--- src/rtl/vti_pkg.sv ---
// Package: shared widths and register offsets of the timer/interrupt unit.
// Assumes a byte-wide bus and a 4-bit offset space.
package vti_pkg;
    localparam int DW = 8;
    localparam int AW = 4;

    typedef enum logic [AW-1:0] {
        RA_PB      = 4'd0,
        RA_PA      = 4'd1,
        RA_DIRB    = 4'd2,
        RA_DIRA    = 4'd3,
        RA_T1_LO   = 4'd4,
        RA_T1_HI   = 4'd5,
        RA_T1L_LO  = 4'd6,
        RA_T1L_HI  = 4'd7,
        RA_T2_LO   = 4'd8,
        RA_T2_HI   = 4'd9,
        RA_SHIFT   = 4'd10,
        RA_AUX     = 4'd11,
        RA_PERI    = 4'd12,
        RA_FLAG    = 4'd13,
        RA_ENAB    = 4'd14,
        RA_PA_ALT  = 4'd15
    } reg_addr_e;
endpackage

--- src/rtl/vti_timer.sv ---
// Down counter: decrements once per clock, reports underflow when it holds
// zero, and then takes reload_val. A load has priority over everything.
// Assumes the caller presents load_val and reload_val as stable registers.
module vti_timer #(
    parameter int TW = 16
) (
    input  logic          clk,
    input  logic          rst_n,
    input  logic          load,
    input  logic [TW-1:0] load_val,
    input  logic [TW-1:0] reload_val,
    output logic [TW-1:0] count,
    output logic          underflow
);
    // Underflow event: counter at zero and not being loaded this edge.
    assign underflow = (count == '0) && !load;

    // Counter update: load, reload on underflow, or decrement.
    always_ff @(posedge clk) begin
        if (!rst_n)         count <= '1;
        else if (load)      count <= load_val;
        else if (underflow) count <= reload_val;
        else                count <= count - 1'b1;
    end
endmodule

--- src/rtl/vti_port.sv ---
// One I/O port: output and direction registers, plus the pin-merged read
// value. Assumes pin_in is already synchronous to clk.
module vti_port #(
    parameter int W = 8
) (
    input  logic         clk,
    input  logic         rst_n,
    input  logic         data_we,
    input  logic         dir_we,
    input  logic [W-1:0] wdata,
    input  logic [W-1:0] pin_in,
    output logic [W-1:0] out_q,
    output logic [W-1:0] dir_q,
    output logic [W-1:0] rd_val
);
    // Output register write.
    always_ff @(posedge clk) begin
        if (!rst_n)       out_q <= '0;
        else if (data_we) out_q <= wdata;
    end

    // Direction register write.
    always_ff @(posedge clk) begin
        if (!rst_n)      dir_q <= '0;
        else if (dir_we) dir_q <= wdata;
    end

    // Read value: driven bits from the register, others from the pins.
    assign rd_val = (out_q & dir_q) | (pin_in & ~dir_q);
endmodule

--- src/rtl/vti_irq.sv ---
// Interrupt flag and enable registers. Set requests beat clear requests in
// the same edge. Enable writes use the top bit of the data to select set or
// clear. Assumes set_vec and clr_vec are single-cycle requests.
module vti_irq #(
    parameter int N = 7
) (
    input  logic         clk,
    input  logic         rst_n,
    input  logic [N-1:0] set_vec,
    input  logic [N-1:0] clr_vec,
    input  logic         en_wr,
    input  logic [N:0]   en_data,
    output logic [N-1:0] flags,
    output logic [N-1:0] enables,
    output logic         irq
);
    // Flag update: clear requested bits, then set bits win.
    always_ff @(posedge clk) begin
        if (!rst_n) flags <= '0;
        else        flags <= (flags & ~clr_vec) | set_vec;
    end

    // Enable update: set mode or clear mode picked by en_data[N].
    always_ff @(posedge clk) begin
        if (!rst_n)          enables <= '0;
        else if (en_wr) begin
            if (en_data[N])  enables <= enables | en_data[N-1:0];
            else             enables <= enables & ~en_data[N-1:0];
        end
    end

    // Request: any flag that is also enabled.
    assign irq = |(flags & enables);
endmodule

--- src/rtl/vti_unit.sv ---
// Top of the timer/interrupt unit: decodes the byte bus, holds the timer
// latches and the plain control bytes, and muxes read data. Reads are
// combinational on bus_addr; side effects apply at the edge where bus_rd or
// bus_wr is high. Assumes bus_rd and bus_wr are not high together.
module vti_unit #(
    parameter int DW = vti_pkg::DW,
    parameter int AW = vti_pkg::AW
) (
    input  logic          clk,
    input  logic          rst_n,
    input  logic [AW-1:0] bus_addr,
    input  logic [DW-1:0] bus_wdata,
    input  logic          bus_rd,
    input  logic          bus_wr,
    output logic [DW-1:0] bus_rdata,
    input  logic [DW-1:0] pa_in,
    output logic [DW-1:0] pa_out,
    output logic [DW-1:0] pa_dir,
    input  logic [DW-1:0] pb_in,
    output logic [DW-1:0] pb_out,
    output logic [DW-1:0] pb_dir,
    output logic          irq
);
    import vti_pkg::*;

    localparam int TW      = 2 * DW;
    localparam int NF      = DW - 1;
    localparam int FLAG_T1 = NF - 1;
    localparam int FLAG_T2 = NF - 2;

    reg_addr_e      ra;
    logic [DW-1:0]  pa_rd, pb_rd;
    logic [TW-1:0]  t1_latch;
    logic [DW-1:0]  t2_latch_lo;
    logic [TW-1:0]  t1_count, t2_count;
    logic           t1_uf, t2_uf;
    logic           t1_load, t2_load;
    logic [DW-1:0]  sr_q, aux_q, peri_q;
    logic [NF-1:0]  ifr_bits, ier_bits;
    logic [NF-1:0]  set_vec, clr_vec;

    assign ra = reg_addr_e'(bus_addr);

    // Write strobe decode for a given offset.
    function automatic logic wr_at(input reg_addr_e a, input reg_addr_e t, input logic w);
        return w && (a == t);
    endfunction

    vti_port #(.W(DW)) u_port_a (
        .clk(clk), .rst_n(rst_n),
        .data_we(wr_at(ra, RA_PA, bus_wr) || wr_at(ra, RA_PA_ALT, bus_wr)),
        .dir_we(wr_at(ra, RA_DIRA, bus_wr)),
        .wdata(bus_wdata), .pin_in(pa_in),
        .out_q(pa_out), .dir_q(pa_dir), .rd_val(pa_rd)
    );

    vti_port #(.W(DW)) u_port_b (
        .clk(clk), .rst_n(rst_n),
        .data_we(wr_at(ra, RA_PB, bus_wr)),
        .dir_we(wr_at(ra, RA_DIRB, bus_wr)),
        .wdata(bus_wdata), .pin_in(pb_in),
        .out_q(pb_out), .dir_q(pb_dir), .rd_val(pb_rd)
    );

    // Timer 1 latch: low byte from two offsets, high byte from two offsets.
    always_ff @(posedge clk) begin
        if (!rst_n) t1_latch <= '1;
        else begin
            if (wr_at(ra, RA_T1_LO, bus_wr) || wr_at(ra, RA_T1L_LO, bus_wr))
                t1_latch[DW-1:0] <= bus_wdata;
            if (wr_at(ra, RA_T1_HI, bus_wr) || wr_at(ra, RA_T1L_HI, bus_wr))
                t1_latch[TW-1:DW] <= bus_wdata;
        end
    end

    // Timer 2 low latch byte.
    always_ff @(posedge clk) begin
        if (!rst_n)                        t2_latch_lo <= '1;
        else if (wr_at(ra, RA_T2_LO, bus_wr)) t2_latch_lo <= bus_wdata;
    end

    assign t1_load = wr_at(ra, RA_T1_HI, bus_wr);
    assign t2_load = wr_at(ra, RA_T2_HI, bus_wr);

    vti_timer #(.TW(TW)) u_timer1 (
        .clk(clk), .rst_n(rst_n), .load(t1_load),
        .load_val({bus_wdata, t1_latch[DW-1:0]}),
        .reload_val(t1_latch),
        .count(t1_count), .underflow(t1_uf)
    );

    vti_timer #(.TW(TW)) u_timer2 (
        .clk(clk), .rst_n(rst_n), .load(t2_load),
        .load_val({bus_wdata, t2_latch_lo}),
        .reload_val({TW{1'b1}}),
        .count(t2_count), .underflow(t2_uf)
    );

    // Plain control bytes: shift register, auxiliary and peripheral control.
    always_ff @(posedge clk) begin
        if (!rst_n) begin
            sr_q   <= '0;
            aux_q  <= '0;
            peri_q <= '0;
        end else begin
            if (wr_at(ra, RA_SHIFT, bus_wr)) sr_q   <= bus_wdata;
            if (wr_at(ra, RA_AUX, bus_wr))   aux_q  <= bus_wdata;
            if (wr_at(ra, RA_PERI, bus_wr))  peri_q <= bus_wdata;
        end
    end

    // Flag set requests from the two timers.
    always_comb begin
        set_vec          = '0;
        set_vec[FLAG_T1] = t1_uf;
        set_vec[FLAG_T2] = t2_uf;
    end

    // Flag clear requests from bus side effects.
    always_comb begin
        clr_vec = '0;
        if (wr_at(ra, RA_FLAG, bus_wr)) clr_vec = bus_wdata[NF-1:0];
        if (wr_at(ra, RA_T1_LO, bus_rd) || t1_load) clr_vec[FLAG_T1] = 1'b1;
        if (wr_at(ra, RA_T2_LO, bus_rd) || t2_load) clr_vec[FLAG_T2] = 1'b1;
    end

    vti_irq #(.N(NF)) u_irq (
        .clk(clk), .rst_n(rst_n),
        .set_vec(set_vec), .clr_vec(clr_vec),
        .en_wr(wr_at(ra, RA_ENAB, bus_wr)), .en_data(bus_wdata),
        .flags(ifr_bits), .enables(ier_bits), .irq(irq)
    );

    // Read data mux by offset.
    always_comb begin
        unique case (ra)
            RA_PB:               bus_rdata = pb_rd;
            RA_PA, RA_PA_ALT:    bus_rdata = pa_rd;
            RA_DIRB:             bus_rdata = pb_dir;
            RA_DIRA:             bus_rdata = pa_dir;
            RA_T1_LO:            bus_rdata = t1_count[DW-1:0];
            RA_T1_HI:            bus_rdata = t1_count[TW-1:DW];
            RA_T1L_LO:           bus_rdata = t1_latch[DW-1:0];
            RA_T1L_HI:           bus_rdata = t1_latch[TW-1:DW];
            RA_T2_LO:            bus_rdata = t2_count[DW-1:0];
            RA_T2_HI:            bus_rdata = t2_count[TW-1:DW];
            RA_SHIFT:            bus_rdata = sr_q;
            RA_AUX:              bus_rdata = aux_q;
            RA_PERI:             bus_rdata = peri_q;
            RA_FLAG:             bus_rdata = {irq, ifr_bits};
            RA_ENAB:             bus_rdata = {1'b1, ier_bits};
            default:             bus_rdata = '0;
        endcase
    end
endmodule

--- config.mk ---
export PLATFORM = sky130hd
export DESIGN_NAME = vti_unit
export DESIGN_NICKNAME = d
export VERILOG_FILES = /design/src/rtl/vti_pkg.sv /design/src/rtl/vti_timer.sv /design/src/rtl/vti_port.sv /design/src/rtl/vti_irq.sv /design/src/rtl/vti_unit.sv
export SDC_FILE = /design/constraint.sdc
export NUM_CORES = 1
export LEC_CHECK = 0
export BUFFER_PORTS_ARGS = -buffer_cell sky130_fd_sc_hd__buf_2
export CAP_MARGIN = 0
export CORE_MARGIN = 5
export CORE_UTILIZATION = 28
export CTS_CLUSTER_SIZE = 28
export DETAILED_ROUTE_END_ITERATION = 12
export PLACE_DENSITY = 0.46
export SYNTH_ARGS = -nofsm -noshare
export SYNTH_HDL_FRONTEND = slang
export SYNTH_SLANG_ARGS = --single-unit
export TNS_END_PERCENT = 30
--- constraint.sdc ---
create_clock -name clk -period 5.8 [get_ports clk]
set_input_delay 0 -clock clk [delete_from_list [all_inputs] [get_ports clk]]
set_output_delay 0 -clock clk [all_outputs]
set_load 0.02 [all_outputs]
==> flow_metrics.tcl, run 1 <==
set metrics [dict create \
    status "finished, final reports clean" \
    post_detailed_placement_cell_area_um2 7320 \
    pwr-share-seq_pct 40.7 \
    netlist_top_cells_area "dfxtp_1 (37%), mux2i_1 (8.2%), nand2_1 (7.9%), nor2b_1 (4.4%), nand3_1 (4.3%)" \
    cts_htree_levels 4 \
    first_global_vias 5999 \
    min_to "u_irq.flags[4]" \
    dr.max_layer_used "met4" \
    final_period_minus_worst_setup_slack_ps 2430 \
    n_fill_cell 2536 \
    timing_max_transition_violations_final 0 \
    power_density_nw_per_um2 282 \
    worstSkewPairLatency_ps 430 \
    maximum_vdd_ir_drop_mv 0.201 \
    min_path_type "input port to flip-flop" \
    viasPerCell 5.30 \
    clk_transition_reported_paths_ps 60 \
    row_count 56 \
    syn_area_per_cell_um2 8.17 \
    via_count 6349 \
    synth.most_common_cell "nand2_1" \
    antenna_cells_inserted 0 \
    sequential_cell_area_in_the_final_layout_um2 2520 \
    detail_route.first_pass.iterations 5 \
    clk_root_buffer_cell "clkbuf_16" \
    layout-drive-gt1-share_pct 15.1 \
    dr.first_iter.drc_count 706 \
    design.die.area_um2 27300 \
    synth.largest_area_cell "dfxtp_1" \
    tritoncts "done" \
    aggregate_routed_wire_length_um 26000 \
    maxCapViolations 0 \
    detailed_place_hpwl_um 17800 \
    fin_crit_sh_pct 41.9 \
    post-synth-top-area-fraction_pct 37.4 \
    crit_required_ps 6060 \
    setup_viol_count_final 0 \
    syn-cell-area_um2 6740 \
    timing.max_slew.rel_slack_pct 26.4 \
    drtAntennaViolNets 0 \
    post-place-ws_ps 3280 \
    critical_path.max_fanout 16 \
    worstSetupEndpointType "flip-flop" \
    die_w_um 165 \
    detailroute.wirelength.met2_um 11500 \
    ys_types 65 \
    yosysWarnings 0 \
    synth.cells.most_frequent "nand2_1 (141), dfxtp_1 (126), nand3_1 (58)" \
    grt_usage_pct 19.1 \
    max-clock-path-buffers 2 \
    launch_instance_of_the_worst_min_delay_path "bus_wdata[4]" \
    syn_to_final_growth_pct 17.4 \
    top_level_ports 73 \
    fin_worst_hold_slack_ps 11.5 \
    timing.rr.end "u_timer1.count[3]" \
    synth.net_count 860 \
    routedLengthMet1_um 12400 \
    fin_area_um2 7910 \
    synth_ff_type "dfxtp_1" \
    power_share_of_the_combinational_group_pct 10.7 \
    clock-skew-final_ps 12.6 \
    worst_hold_path.num_cells 2 \
    maximum_number_of_pins_on_one_net_before_global_route_repair 103 \
    timing_worst_slew_pin_value_ps 1100 \
    cts.sink_count 126 \
    flop2flop_setup_slack_ps 3370 \
    criticalPathCategory "flip-flop to flip-flop" \
    flip_flop_and_latch_count_after_synthesis 126 \
    buffer_ports.inserted 72 \
    multi_input_area_um2 3960 \
    totalPowerFinal_w 0.00223 \
    kind_of_start_point_of_the_critical_path "flip-flop" \
    synth-async-reset-ratio_pct 0 \
    worstRegToRegCells 7 \
    initial_core_util_pct 28.5 \
    drc_errors 0 \
    wire_per_inst_um 21.7 \
    grt_antenna_before_repair 0 \
    report.final.hold_viol_count 0 \
    global_route_wire_length_before_repair_um 38700 \
    internal-power_w 0.00160 \
    syn_inst 825 \
    finish.net_count 900 \
    p_leak_nw 2.94 \
    switching_share_pct 28.2 \
    coreArea_um2 23600 \
    synth-edff-count 0 \
    cts-buffers-inserted 17 \
    max_freq_mhz 411 \
    routabilityCongestion 0.880 \
    worst_slack_ps 3370 \
    total_grt_overflow 0 \
    synth_seq_area_share_pct 37.4 \
    net_sw_power_w 0.000629 \
    routed-wl-met3_um 1550 \
    setup-tns-final_ps 0 \
    grt_setup_unrepaired "no" \
    die_h_um 165 \
    rr_startpoint "u_timer1.count[1]" \
    clockPowerShare_pct 48.6 \
    cp_data_arrival_time_ps 2690 \
]
power groups by stage:
stage                     Sequential (W)  Clock, W  Combinational (W)
final                           0.000908   0.00108           0.000239
after global routing            0.000910   0.00113           0.000258
after CTS                       0.000908   0.00110           0.000239
after detailed placement        0.000927         0           0.000237
after global placement          0.000927         0           0.000238
after floorplan                 0.000921         0           0.000150
layout make-up:
class                           instances  share of cell area [%]
Timing Repair Buffer                   78                    5.19
Multi-Input combinational cell        633                    50.1
Inverter                                9                   0.427
Clock buffer                           17                    5.38
Tap cell                              319                    5.05
Sequential cell                       126                    31.9
Clock inverter                         15                    2.01
cell usage in the layout (no fill, tap or decap), drive strengths merged, types with 13 or more instances in the layout:
| cell | instances |
|---|---|
| xnor2 | 13 |
| o21ai | 40 |
| a22oi | 17 |
| a21boi | 29 |
| clkbuf | 17 |
| nand2 | 141 |
| a21oi | 24 |
| nor2 | 36 |
| nand3 | 58 |
| nor2b | 47 |
| nor3 | 15 |
| mux2i | 55 |
| o211ai | 19 |
| dfxtp | 126 |
| buf | 77 |
how the worst max path moves through the flow:
| stage | end | start | depth (start not counted) | slack (ps) |
|---|---|---|---|---|
| final | u_timer1.count[3] | u_timer1.count[1] | 7 | 3370 |
| after global routing | u_timer1.count[3] | u_timer1.count[1] | 7 | 3190 |
| after CTS | u_timer1.count[3] | u_timer1.count[1] | 7 | 3380 |
| after detailed placement | u_timer1.count[3] | bus_addr[0] | 7 | 3280 |
| after global placement | u_timer1.count[3] | bus_addr[0] | 7 | 3230 |
| after floorplan | u_timer1.count[14] | u_timer1.count[0] | 7 | 3600 |
critical path: stages (launching register included):
cell	delay (ps)
dfxtp_1	320
inv_1	110
ha_1	220
or4b_4	530
nor4_2	360
a21o_1	520
a21o_1	130
nand3_1	80
sequential cells by signal, summed over array words and instances (netlist names), named ones only:
name and cells:
t1_latch 16, u_timer1.count 16, u_timer2.count 16, aux_q 8, peri_q 8, sr_q 8
t2_latch_lo 8, u_port_a.dir_q 8, u_port_a.out_q 8, u_port_b.dir_q 8, u_port_b.out_q 8, u_irq.flags 7
stage by stage:
step	utilization, %	cells
after global routing	33.5	1197
after detailed placement	31.0	1164
after global placement	31.0	1164
final	33.5	1197
after floorplan	-	825
after CTS	33.5	1197
kinds of logic after synthesis:
group | share of synthesized area (%)
AOI/OAI and AO/OA | 19.6
xor gates and xnor gates | 2.47
adders and majority gates | 0.557
buffers and inverters | 3.81
DFF | 37.4
muxes | 10.2
and+or+nand+nor | 26.0
what timing repair did:
action | 4_1_cts | 5_1_grt
hold buffers | 1 | 0
gates resized for setup | 0 | 0
endpoints found under the hold margin | 21 | 0
setup buffers | 0 | 0
layer usage:
metal	track usage, %	vias to the layer above
met1	27.8	3078
met4	6.01	0
li1	-	3050
met3	3.30	26
met5	0	-
met2	28.8	195
Power figures use the tool's default switching activity.
==> inputs of run 2 (changes only) <==
clock period = 2.3 ns   (was 5.8 ns; I/O delays follow)
==> run 2 against run 1 <==
  * Maximum frequency is 9.3% higher
  * Highest routed layer unchanged
  * Final cell count grew 4.3%
  * First-iteration DRC count decreased by 8.2%
  * Non-clock buffer count up 52
  * Sequential power grew to 2.5 times the previous value
  * Die area unchanged
  * Routed wire length is 4.5% higher
  * Largest cell class unchanged
==> flow_metrics.tcl, run 2 (synthesis results as in run 1) <==
set metrics [dict create \
    mostFrequentLayoutCells "nand2_1 (141), dfxtp_1 (126), buf_2 (71), nand3_1 (58), buf_4 (57)" \
    layout.cells.most_common "nand2_1" \
    routed-wl-met3_um 1510 \
    critical_path.max_fanout 6 \
    wire_per_inst_um 21.7 \
    dr.max_layer_used "met4" \
    detail_route.first_pass.iterations 6 \
    cts.sink_count 126 \
    tritoncts "done" \
    layout-drive-gt1-share_pct 20.0 \
    pwr-share-seq_pct 39.2 \
    worstSkewPairLatency_ps 420 \
    kind_of_start_point_of_the_critical_path "flip-flop" \
    cts-buffers-inserted 17 \
    die_h_um 165 \
    buffer_ports.inserted 72 \
    row_count 56 \
    timing.max_slew.rel_slack_pct 27.9 \
    clk_root_buffer_cell "clkbuf_16" \
    total_grt_overflow 0 \
    grt_antenna_before_repair 0 \
    routabilityCongestion 0.914 \
    aggregate_routed_wire_length_um 27100 \
    coreArea_um2 23600 \
    report.final.hold_viol_count 0 \
    finish.net_count 952 \
    die_w_um 165 \
    n_fill_cell 2535 \
    internal-power_w 0.00425 \
    grt_usage_pct 19.8 \
    detailed_place_hpwl_um 19100 \
    postCtsSetupRepairBufs 0 \
    clockPowerShare_pct 49.2 \
    clock-skew-final_ps 6.54 \
    via_count 6622 \
    timing_max_transition_violations_final 0 \
    crit_required_ps 2650 \
    timing.critical_path.from "u_timer1.count[1]" \
    final_period_minus_worst_setup_slack_ps 2220 \
    global_route_wire_length_before_repair_um 40000 \
    rr_startpoint "u_timer1.count[1]" \
    viasPerCell 5.30 \
    cp_data_arrival_time_ps 2580 \
    clk_transition_reported_paths_ps 60 \
    worstSetupEndpointType "flip-flop" \
    criticalPathCategory "flip-flop to flip-flop" \
    setup_viol_count_final 0 \
    max_freq_mhz 450 \
    detailroute.wirelength.met2_um 11900 \
    power_density_nw_per_um2 697 \
    status "finished, final reports clean" \
    design.die.area_um2 27300 \
    routedLengthMet1_um 13100 \
    totalPowerFinal_w 0.00583 \
    drc_errors 0 \
    setup-tns-final_ps 0 \
    cts_htree_levels 4 \
    grt_setup_unrepaired "no" \
    maximum_number_of_pins_on_one_net_before_global_route_repair 89 \
    drtAntennaViolNets 0 \
    top_level_ports 73 \
    max-clock-path-buffers 2 \
    switching_share_pct 27.1 \
    initial_core_util_pct 28.5 \
    net_sw_power_w 0.00158 \
    p_leak_nw 3.21 \
    reg_top3 "t1_latch x16, u_timer1.count x16, u_timer2.count x16" \
    launch_instance_of_the_worst_min_delay_path "bus_wdata[4]" \
    syn_to_final_growth_pct 23.9 \
    power_share_of_the_combinational_group_pct 11.6 \
    first_global_vias 6152 \
    dr.first_iter.drc_count 648 \
    flop2flop_setup_slack_ps 80 \
    min_path_type "input port to flip-flop" \
    maximum_vdd_ir_drop_mv 0.355 \
    layout.core_utilization_pct 35.4 \
    timing_worst_slew_pin_value_ps 1080 \
    antenna_cells_inserted 0 \
    fin_crit_sh_pct 96.7 \
    maxCapViolations 0 \
]
run 2: cell count changes in the layout (fill, tap and decap cells not counted), sizes merged:
| cell | previous run | this run |
|---|---|---|
| clkinv | 7 | 4 |
| clkinvlp | 3 | 4 |
| bufinv | 2 | 3 |
| buf | 77 | 129 |
| clkbuf | 17 | 20 |
| inv | 12 | 10 |
run 2: layer usage:
layer	GRT usage, %	vias up
li1	-	3151
met1	29.3	3217
met2	28.9	217
met3	3.92	37
met4	6.01	0
met5	0	-
run 2: critical path: stages, from the launching register on:
cell     delay, ps
dfxtp_1        320
inv_1           80
ha_1           160
or4b_4         460
or3_4          370
or4_1          410
a22o_1         200
a22oi_2        150
run 2: final cells by class:
| type | instances | area, um2 | share of cell area, % |
|---|---|---|---|
| multi-input combinational | 633 | 3970 | 47.5 |
| sequential | 126 | 2520 | 30.2 |
| timing repair buffer | 130 | 813 | 9.74 |
| clock buffer | 20 | 457 | 5.47 |
| tap | 319 | 399 | 4.78 |
| clock inverter | 12 | 160 | 1.92 |
| inverter | 9 | 33.8 | 0.404 |
run 2: per-stage QoR:
step	setup slack [ps]	cells	hold slack (ps)	cell area [um2]
floorplan	100	825	166	6740
CTS	33.1	1249	12.6	8350
finish	75.9	1249	28.8	8350
detailed placement	94.4	1216	386	7720
global route	9.12	1249	26.5	8350
global placement	121	1216	381	7720
run 2: worst paths after layout:
path / to / cells past startpoint
min: u_irq.flags[4] / 2
min reg2reg: u_irq.flags[0] / 2
max: u_timer1.count[12] / 7
max reg2reg: u_timer1.count[12] / 7
run 2: power groups by stage:
| stage | clock, W | sequential, W | combinational, W |
|---|---|---|---|
| global route | 0.00302 | 0.00229 | 0.000719 |
| detailed placement | 0 | 0.00233 | 0.000663 |
| CTS | 0.00291 | 0.00228 | 0.000667 |
| floorplan | 0 | 0.00232 | 0.000379 |
| global placement | 0 | 0.00233 | 0.000666 |
| finish | 0.00287 | 0.00229 | 0.000675 |
run 2: repair_timing:
item	CTS	global route
endpoints found under the setup margin	0	2
resized for setup	0	2
hold endpoints to repair	26	0
hold buffers	1	0
==> inputs of run 3 (changes only) <==
ABC_AREA = 1   (was default)
GPL_TIMING_DRIVEN = 0   (was default)
==> run 3 against run 2 <==
  * Final cell count grew 19%
  * Synthesized cell count grew 28%
  * Clock power grew 2%
  * Flip-flop and latch count is the same
  * Area after synthesis shrank 0.48%
  * Core utilization shrank 0.72 points
  * Clock skew is essentially flat
  * Setup slack gained 470 ps
  * Critical endpoint is now u_timer1.count[13]
  * Largest cell class unchanged
==> flow_metrics.tcl, run 3 <==
set metrics [dict create \
    critical_path_depth 9 \
    timing.critical_path.max_delay_family "simple AND/OR/NAND/NOR gates" \
    detailed_place_hpwl_um 19000 \
    die_h_um 165 \
    final_period_minus_worst_setup_slack_ps 1750 \
    post-synth-top-area-fraction_pct 37.6 \
    netlist_top_cells_area "dfxtp_1 (38%), nand2_1 (19%), nand3_1 (7.5%), a21oi_1 (7.3%), o21ai_0 (5.9%)" \
    dr.first_iter.drc_count 515 \
    n_fill_cell 2661 \
    yosys.area_share.xor_xnor_pct 1.44 \
    power_density_nw_per_um2 711 \
    reg_top3 "t1_latch x16, u_timer1.count x16, u_timer2.count x16" \
    critical_path.max_fanout 8 \
    design.die.area_um2 27200 \
    synth_top_family_by_area "simple AND/OR/NAND/NOR gates" \
    aggregate_routed_wire_length_um 25600 \
    worst_hold_path.num_cells 4 \
    setup-tns-final_ps 0 \
    fin_crit_sh_pct 76.2 \
    grt_usage_pct 19.1 \
    synth_seq_area_share_pct 37.6 \
    timing_worst_slew_pin_value_ps 902 \
    final-instance-count-excl-fill 1481 \
    pwr-share-seq_pct 39.3 \
    worst_slack_ps 548 \
    antenna_cells_inserted 0 \
    die_w_um 165 \
    routabilityCongestion 0.862 \
    maximum_vdd_ir_drop_mv 0.367 \
    cts-buffers-inserted 17 \
    ys_types 32 \
    syn-cell-area_um2 6710 \
    critical_path.cell_chain "inv_1, ha_1, nand2_1, nor2_1, nand2_1, nor2_2, a21oi_1, nand2_1, nand2_1" \
    cp_data_arrival_time_ps 2070 \
    critical_path.most_common_cell "nand2_1" \
    synth.largest_area_cell "dfxtp_1" \
    synth_mux_area_share_pct 0 \
    multi_input_area_um2 3600 \
    synth.most_common_cell "nand2_1" \
    total_grt_overflow 0 \
    min_path_type "input port to flip-flop" \
    tritoncts "done" \
    post-place-ws_ps 557 \
    maximum_number_of_pins_on_one_net_before_global_route_repair 17 \
    status "finished, final reports clean" \
    postCtsSetupRepairBufs 0 \
    finish.net_count 1184 \
    clk_transition_reported_paths_ps 60 \
    worstSkewPairLatency_ps 430 \
    place.detailed.instances 1442 \
    synth.net_count 1088 \
    synth-async-reset-ratio_pct 0 \
    report.final.hold_viol_count 0 \
    buffer_ports.inserted 70 \
    coreArea_um2 23500 \
    synth-compound-area-share_pct 15.1 \
    via_count 7049 \
    grt_setup_unrepaired "no" \
    worstSetupEndpointType "flip-flop" \
    row_count 56 \
    timing.max_slew.rel_slack_pct 39.9 \
    clock-skew-final_ps 6.46 \
    wire_per_inst_um 17.3 \
    cts.sink_count 126 \
    drc_errors 0 \
    timing_max_transition_violations_final 0 \
    top_level_ports 73 \
    syn_inst 1053 \
    mostFrequentLayoutCells "nand2_1 (343), dfxtp_1 (126), nor2_1 (100), nand3_1 (100), a21oi_1 (98)" \
    kind_of_start_point_of_the_critical_path "flip-flop" \
    fin_worst_hold_slack_ps 30.9 \
    layout.core_utilization_pct 34.7 \
    global_route_wire_length_before_repair_um 39100 \
    max_freq_mhz 571 \
    crit_required_ps 2620 \
    cts_htree_levels 4 \
    synth_ff_type "dfxtp_1" \
    worstRegToRegCells 9 \
    switching_share_pct 26.8 \
    setup_viol_count_final 0 \
    flip_flop_and_latch_count_after_synthesis 126 \
    internal-power_w 0.00425 \
    initial_core_util_pct 28.5 \
    layout-drive-gt1-share_pct 13.8 \
    crit_path_top_delay_cell "dfxtp_1" \
    detail_route.first_pass.iterations 5 \
    drtAntennaViolNets 0 \
    cts_hold_buf 7 \
    power_share_of_the_combinational_group_pct 10.0 \
    criticalPathCategory "flip-flop to flip-flop" \
    layout.cells.most_common "nand2_1" \
    timing.critical_path.slowest_cell_delay_ps 290 \
    p_leak_nw 3.80 \
    cp.buffers_inverters 1 \
    syn_to_final_growth_pct 21.6 \
    max-clock-path-buffers 2 \
    clockPowerShare_pct 50.7 \
    maxCapViolations 0 \
    yosysWarnings 0 \
    sequential_cell_area_in_the_final_layout_um2 2520 \
    first_global_vias 6634 \
    grt_antenna_before_repair 0 \
    synth-edff-count 0 \
    viasPerCell 4.76 \
    synth_adder_area_share_pct 0.560 \
    net_sw_power_w 0.00155 \
    yosys.area_share.simple_pct 36.6 \
    syn_area_per_cell_um2 6.37 \
    cts.repair.resized 0 \
    synth.cells.most_frequent "nand2_1 (343), dfxtp_1 (126), nand3_1 (100), nor2_1 (100), a21oi_1 (98)" \
    clk_root_buffer_cell "clkbuf_16" \
]
==> run 3: cell types whose count changed in the layout (fill, tap and decap cells not counted), moves of 52 or more <==
| cell | before | now |
|---|---|---|
| mux2i_1 | 54 | 0 |
| a21oi_1 | 24 | 98 |
| nand2_1 | 141 | 343 |
| nor2_1 | 35 | 100 |
| buf_4 | 57 | 5 |
| inv_1 | 8 | 91 |
==> run 3: power by group through the flow <==
stage	Clock (W)	Combinational [W]	Sequential (W)
2_1_floorplan	0	0.000327	0.00233
3_3_place_gp	0	0.000570	0.00233
3_5_place_dp	0	0.000571	0.00233
4_1_cts	0.00298	0.000582	0.00228
5_1_grt	0.00308	0.000648	0.00229
6_report	0.00294	0.000582	0.00228
==> run 3: per-stage QoR <==
stage / instance area (um2) / power (W)
3_5_place_dp: 7460 / 0.00290
3_3_place_gp: 7460 / 0.00290
6_report: 8160 / 0.00580
4_1_cts: 8160 / 0.00584
5_1_grt: 8160 / 0.00602
2_1_floorplan: 6710 / 0.00266
==> run 3: cells by family after synthesis <==
| family | after synthesis |
|---|---|
| DFF | 126 |
| AOI/OAI and AO/OA | 192 |
| adders and majority gates | 3 |
| xor gates and xnor gates | 11 |
| and+or+nand+nor | 581 |
| buffers and inverters | 140 |
==> run 3: area by class of cell <==
class / instances / area share (%)
tap: 319 / 4.89
sequential: 126 / 30.9
timing repair buffer: 77 / 5.15
buffer: 43 / 2.67
multi-input combinational: 787 / 44.1
inverter: 97 / 4.48
clock buffer: 18 / 5.38
clock inverter: 14 / 2.36
==> run 3: per-layer routing <==
layer	up-vias	global-route usage [%]	part of all wire, %	wire length, um
met2	179	29.6	45	11400
met5	-	0	0	0
met3	23	3.77	4.8	1230
li1	3588	-	-	-
met4	0	4.69	1.4	356
met1	3259	27.2	49	12600
==> run 3: final timing paths <==
kind | slack, ps | to | from
worst min register to register | 460 | t2_latch_lo[3] | t2_latch_lo[3]
worst min-delay path | 30 | u_timer2.count[13] | bus_wr
worst max register to register | 550 | u_timer1.count[13] | u_timer1.count[0]
worst max-delay path | 550 | u_timer1.count[13] | u_timer1.count[0]
==> run 3: worst register-to-register path, delay by kind of cell, from the launching register on <==
family	cells	cell delay [ps]
adder cells (fa/ha/maj)	1	240
AND/OR/NAND/NOR	6	850
buffers and inverters	1	110
AO/OA/AOI/OAI	1	140
flip-flops	1	290
